File: config.mk
export PLATFORM = sky130hd
export DESIGN_NAME = buck_start_seq
export DESIGN_NICKNAME = d
export VERILOG_FILES = /design/src/rtl/bss_pkg.sv /design/src/rtl/bss_ctrl.sv /design/src/rtl/bss_dpath.sv /design/src/rtl/buck_start_seq.sv
export SDC_FILE = /design/constraint.sdc
export NUM_CORES = 1
export LEC_CHECK = 0
export ABC_AREA = 1
export ABC_CLOCK_PERIOD_IN_PS = 1500
export BUFFER_PORTS_ARGS = -buffer_cell sky130_fd_sc_hd__buf_2
export CAP_MARGIN = 20
export CORE_MARGIN = 2
export CORE_UTILIZATION = 47
export DETAILED_ROUTE_END_ITERATION = 16
export GPL_TIMING_DRIVEN = 0
export PLACE_DENSITY = 0.8
export SLEW_MARGIN = 0
export SYNTH_ARGS = -nofsm -noshare
export SYNTH_HDL_FRONTEND = slang
export SYNTH_SLANG_ARGS = --single-unit
File: constraint.sdc
create_clock -name clk -period 1.5 [get_ports clk]
set_clock_uncertainty 0.2 [all_clocks]
set_input_delay 0.225 -clock clk [delete_from_list [all_inputs] [get_ports clk]]
set_output_delay 0.225 -clock clk [all_outputs]
set_load 0.1 [all_outputs]
File: src/rtl/bss_pkg.sv
package bss_pkg;

  typedef enum logic [2:0] {
    ST_RESET = 3'd0,
    ST_IDLE  = 3'd1,
    ST_SOFT  = 3'd2,
    ST_RUN   = 3'd3,
    ST_OVP   = 3'd4
  } seqState_t;

  // strobes from control to datapath
  typedef struct packed {
    logic cntClear;   // hold the tick counter at zero
    logic cntStep;    // count swTick pulses
    logic rampFull;   // ramp code at full scale
    logic drvOn;      // gate drivers allowed
    logic faultHold;  // low-side on, high-side off
    logic softOn;     // soft start in progress
    logic pgLow;      // power-good forced low
  } seqStrobe_t;

endpackage

File: src/rtl/bss_ctrl.sv
module bss_ctrl
  import bss_pkg::*;
(
  input  logic       clk,
  input  logic       rstN,
  input  logic       vccHigh,
  input  logic       vccOk,
  input  logic       enable,
  input  logic       codeValid,
  input  logic       ovpTrip,
  input  logic       swTick,
  input  logic       cntDone,
  output seqStrobe_t strobe
);

  seqState_t stateQ;
  seqState_t stateD;
  logic      goAllowed;

  assign goAllowed = enable && codeValid;

  always_comb begin
    stateD = stateQ;
    if (!vccOk) begin
      stateD = ST_RESET;
    end else begin
      case (stateQ)
        ST_RESET: if (vccHigh) stateD = ST_IDLE;
        ST_IDLE:  if (goAllowed) stateD = ST_SOFT;
        ST_SOFT: begin
          if (!goAllowed)             stateD = ST_IDLE;
          else if (swTick && cntDone) stateD = ST_RUN;
        end
        ST_RUN: begin
          if (!goAllowed)   stateD = ST_IDLE;
          else if (ovpTrip) stateD = ST_OVP;
        end
        ST_OVP:   if (!goAllowed) stateD = ST_IDLE;
        default:  stateD = ST_RESET;
      endcase
    end
  end

  always_ff @(posedge clk or negedge rstN) begin
    if (!rstN) stateQ <= ST_RESET;
    else       stateQ <= stateD;
  end

  always_comb begin
    strobe.cntClear  = (stateQ != ST_SOFT);
    strobe.cntStep   = (stateQ == ST_SOFT);
    strobe.rampFull  = (stateQ == ST_RUN);
    strobe.drvOn     = (stateQ == ST_SOFT) || (stateQ == ST_RUN) || (stateQ == ST_OVP);
    strobe.faultHold = (stateQ == ST_OVP);
    strobe.softOn    = (stateQ == ST_SOFT);
    strobe.pgLow     = (stateQ != ST_RUN);
  end

endmodule

File: src/rtl/bss_dpath.sv
module bss_dpath
  import bss_pkg::*;
#(
  parameter int SS_LOG2 = 11,
  parameter int RAMP_W  = 6
) (
  input  logic              clk,
  input  logic              rstN,
  input  logic              swTick,
  input  seqStrobe_t        strobe,
  output logic              cntDone,
  output logic              drvEnable,
  output logic [RAMP_W-1:0] rampCode,
  output logic              ssActive,
  output logic              pgoodForceLow,
  output logic              forceHsOff,
  output logic              forceLsOn
);

  localparam int CNT_W = SS_LOG2;
  localparam logic [CNT_W-1:0] CNT_LAST = {CNT_W{1'b1}};

  logic [CNT_W-1:0]  tickCnt;
  logic [RAMP_W-1:0] softRamp;

  always_ff @(posedge clk or negedge rstN) begin
    if (!rstN)                          tickCnt <= '0;
    else if (strobe.cntClear)           tickCnt <= '0;
    else if (strobe.cntStep && swTick)  tickCnt <= tickCnt + 1'b1;
  end

  assign cntDone = (tickCnt == CNT_LAST);

  generate
    if (RAMP_W <= CNT_W) begin : g_slice
      assign softRamp = tickCnt[CNT_W-1 -: RAMP_W];
    end else begin : g_pad
      assign softRamp = {tickCnt, {(RAMP_W-CNT_W){1'b0}}};
    end
  endgenerate

  always_comb begin
    if (strobe.rampFull)    rampCode = '1;
    else if (strobe.softOn) rampCode = softRamp;
    else                    rampCode = '0;
  end

  assign drvEnable     = strobe.drvOn;
  assign ssActive      = strobe.softOn;
  assign pgoodForceLow = strobe.pgLow;
  assign forceHsOff    = strobe.faultHold;
  assign forceLsOn     = strobe.faultHold;

endmodule

File: src/rtl/buck_start_seq.sv
module buck_start_seq
  import bss_pkg::*;
#(
  parameter int SS_LOG2 = 11,
  parameter int RAMP_W  = 6
) (
  input  logic              clk,
  input  logic              rstN,
  input  logic              vccHigh,
  input  logic              vccOk,
  input  logic              enable,
  input  logic              codeValid,
  input  logic              ovpTrip,
  input  logic              swTick,
  output logic              drvEnable,
  output logic [RAMP_W-1:0] rampCode,
  output logic              ssActive,
  output logic              pgoodForceLow,
  output logic              forceHsOff,
  output logic              forceLsOn
);

  seqStrobe_t strobe;
  logic       cntDone;

  bss_ctrl u_ctrl (
    .clk       (clk),
    .rstN      (rstN),
    .vccHigh   (vccHigh),
    .vccOk     (vccOk),
    .enable    (enable),
    .codeValid (codeValid),
    .ovpTrip   (ovpTrip),
    .swTick    (swTick),
    .cntDone   (cntDone),
    .strobe    (strobe)
  );

  bss_dpath #(
    .SS_LOG2 (SS_LOG2),
    .RAMP_W  (RAMP_W)
  ) u_dpath (
    .clk           (clk),
    .rstN          (rstN),
    .swTick        (swTick),
    .strobe        (strobe),
    .cntDone       (cntDone),
    .drvEnable     (drvEnable),
    .rampCode      (rampCode),
    .ssActive      (ssActive),
    .pgoodForceLow (pgoodForceLow),
    .forceHsOff    (forceHsOff),
    .forceLsOn     (forceLsOn)
  );

endmodule

==> summary.txt <==
Routing
  • Post-Route WL: 4356 µm
  • Initial DRC count: 100
  • DRC: 0
  • WL per Instance: 22.11 µm
  • Via count: 1,219
  • Pre-antenna DRT Iters: 5
  • Vias per cell: 6.188
  • ANT nets after route: 0

Floorplanning
  • Area of the core: 1764 µm²
  • Placement row count: 15
  • Initial Utilization: 51.13%
  • I/O pin count: 19
  • DIE HEIGHT: 47.81 µm
  • DIE WIDTH: 47.81 µm
  • Die area: 2286 µm²

Finish
  • Finished Core Util: 92.70%
  • Fin nets: 182
  • Layout cells sized above 1: 52.91%
  • Antenna cells: 0
  • Most frequent cells in the layout: 21 x nand2_1, 16 x buf_4, 14 x inv_1, 12 x buf_12, 12 x dfrtp_1
  • Area delta synth->final: 81.28%
  • Fin cells: 197
  • Most common cell after layout, fill and taps aside: nand2_1

Yosys
  • Post-synthesis instance total: 129
  • Seq/Total Area, Yosys: 38.83%
  • Cell Area, Synth: 902.1 µm²
  • Syn Nets: 138
  • Leading area contributor after synthesis: dfrtp_1
  • #FFs+latches synth: 14
  • Share of the synthesized area in the top cell type: 38.83%
  • Synth warn: 0
  • Average size of a mapped cell: 6.993 µm²
  • Area contributors post-synth: dfrtp_1 39%, nand2_1 12%, a21oi_1 7.2%, inv_1 7.1%, nor2_1 5.8%
  • Synth cell types: 21

Critical path
  • Worst-path maximum fanout: 7
  • CP Class: reg -> out
  • Setup crit end kind: output pin
  • Critical Path AT: 1570 ps
  • Startpoint types: flop
  • Worst Path Required: 1070 ps

Run
  • Max-cap violations: 0

Clock network
  • Clk pin slew, worst setup/hold paths: 100 ps
  • CTS tree: done
  • CTS Sinks: 14
  • Cell chosen for the clock root: clkbuf_4
  • Clock latency on the worst-skew pair: 290 ps
  • H-tree depth: 1
  • Total CTS buffers: 3
  • Clk buf depth: 2

Placement
  • Dpl hpwl: 1482 µm
  • # placed instances: 172
  • Gpl congestion: 0.7860
  • IO buf count: 18

STA
  • Endpoints failing setup: 25
  • Slew Limit Fails: 0
  • Max-slew headroom: 74.97%
  • Fin crit share: 132.7%
  • Final Hold Viols: 0
  • FMAX: 502.3 MHz
  • Min Clock Period, post-route: 1991 ps
  • RSZ-0062 raised after global routing: yes
  • Setup WS post-layout: -490.8 ps
  • Worst Tran Pin Value: 371.6 ps

Status
  • Failing checks: setup timing
  • Status: finished, violations left

Global routing
  • Largest net degree at the start of global routing: 15
  • All-Layer GR Usage: 35.25%
  • First-pass GRT wire length: 5423 µm
  • Antenna violations before repair: 0
  • Vias in the first global route: 1,108
  • Grt ovf: 0

Worst hold path
  • Hold WC Path Type: in -> reg

Power
  • Lkg Pwr: 0.6904 nW
  • Pwr/cell area: 1175 nW/µm²
  • Worst vdd ir: 941.6 µV
-- flip-flops by register name, summed over array words and instances, names as in the netlist --
name,cells
u_ctrl.stateQ,3
u_dpath.tickCnt,11
-- worst paths after layout --
check                                   startpoint                  to  slack, ps  cells past startpoint
max in group asynchronous                     rstN    u_ctrl.stateQ[1]        680                      2
worst min-delay path                        swTick  u_dpath.tickCnt[1]         40                      3
worst max-delay path              u_ctrl.stateQ[1]         rampCode[4]       -490                      6
worst max register to register    u_ctrl.stateQ[1]    u_ctrl.stateQ[1]       -460                      9
min in group asynchronous                     rstN  u_dpath.tickCnt[1]        160                      2
worst min register to register  u_dpath.tickCnt[8]  u_dpath.tickCnt[8]        360                      1
-- worst max-delay path, cell delays in order (launching register included) --
cell        delay (ps)
dfrtp_2            410
inv_2               50
nor2_4             150
clkinvlp_4         130
buf_12             160
a21oi_4            160
buf_12             200
-- metrics by stage --
stage               setup TNS, ps  hold WS (ps)  worst slack [ps]  cell area (µm²)  total power, mW
global placement            -3745        -59.87            -382.8             1124            1.103
global route                -7202         61.02            -499.0             1635            1.964
finish                      -6619         44.12            -490.8             1635            1.922
CTS                         -3896         30.67            -404.9             1494            1.660
floorplan                   -2731        -270.6            -340.2             1002            1.010
detailed placement          -4039        -57.85            -412.1             1124            1.113
-- where the power goes --
part | switching [mW] | internal [mW] | leakage, nW
Clock | 0.137 | 0.148 | 0.0210
Combinational | 0.786 | 0.429 | 0.478
Sequential | 0.0208 | 0.401 | 0.191
-- per-layer routing --
metal | vias up | track usage [%] | share of wire [%]
met5 | - | 0 | 0
met4 | 0 | 18.38 | 8.1
met3 | 46 | 9.057 | 9.9
met2 | 121 | 57.87 | 46
met1 | 556 | 42.32 | 36
li1 | 496 | - | -
-- layout make-up --
cell class                      count  area, µm²
Multi-Input combinational cell     91      638.1
Timing Repair Buffer               39      437.9
Sequential cell                    14      352.8
Fill cell                          64      128.9
Inverter                           22      107.6
Clock buffer                        4      36.28
Buffer                              2      31.28
Tap cell                           25      31.28
-- cell usage after synthesis --
cell type  instances
a21oi_1           13
and2_4             1
buf_4              2
clkinv_1           1
clkinv_2           1
dfrtp_1           14
ha_1               1
inv_1             17
inv_2              3
nand2_1           28
nand2_2            4
nand3_1            6
nand3_2            2
nand4_1            5
nor2_1            14
nor2_2             6
nor2_4             1
nor3b_1            1
o21ai_0            1
o21ai_1            7
o22ai_1            1
-- kinds of logic after synthesis --
logic type	after synthesis	synth area share, %
AO/OA/AOI/OAI	22	12.34
adder cells (fa/ha/maj)	1	1.387
buffers and inverters	24	10.96
flip-flops	14	38.84
AND/OR/NAND/NOR	68	36.48
-- repair_timing --
item / in CTS / in global routing
hold buffers: 1 / 0
buffers inserted: 12 / 8
pin swaps: 4 / 9
gates resized for setup: 59 / 21
setup endpoints to repair: 20 / 25
hold endpoints to repair: 14 / 0
Note: power is estimated with default switching activity, not from simulation.
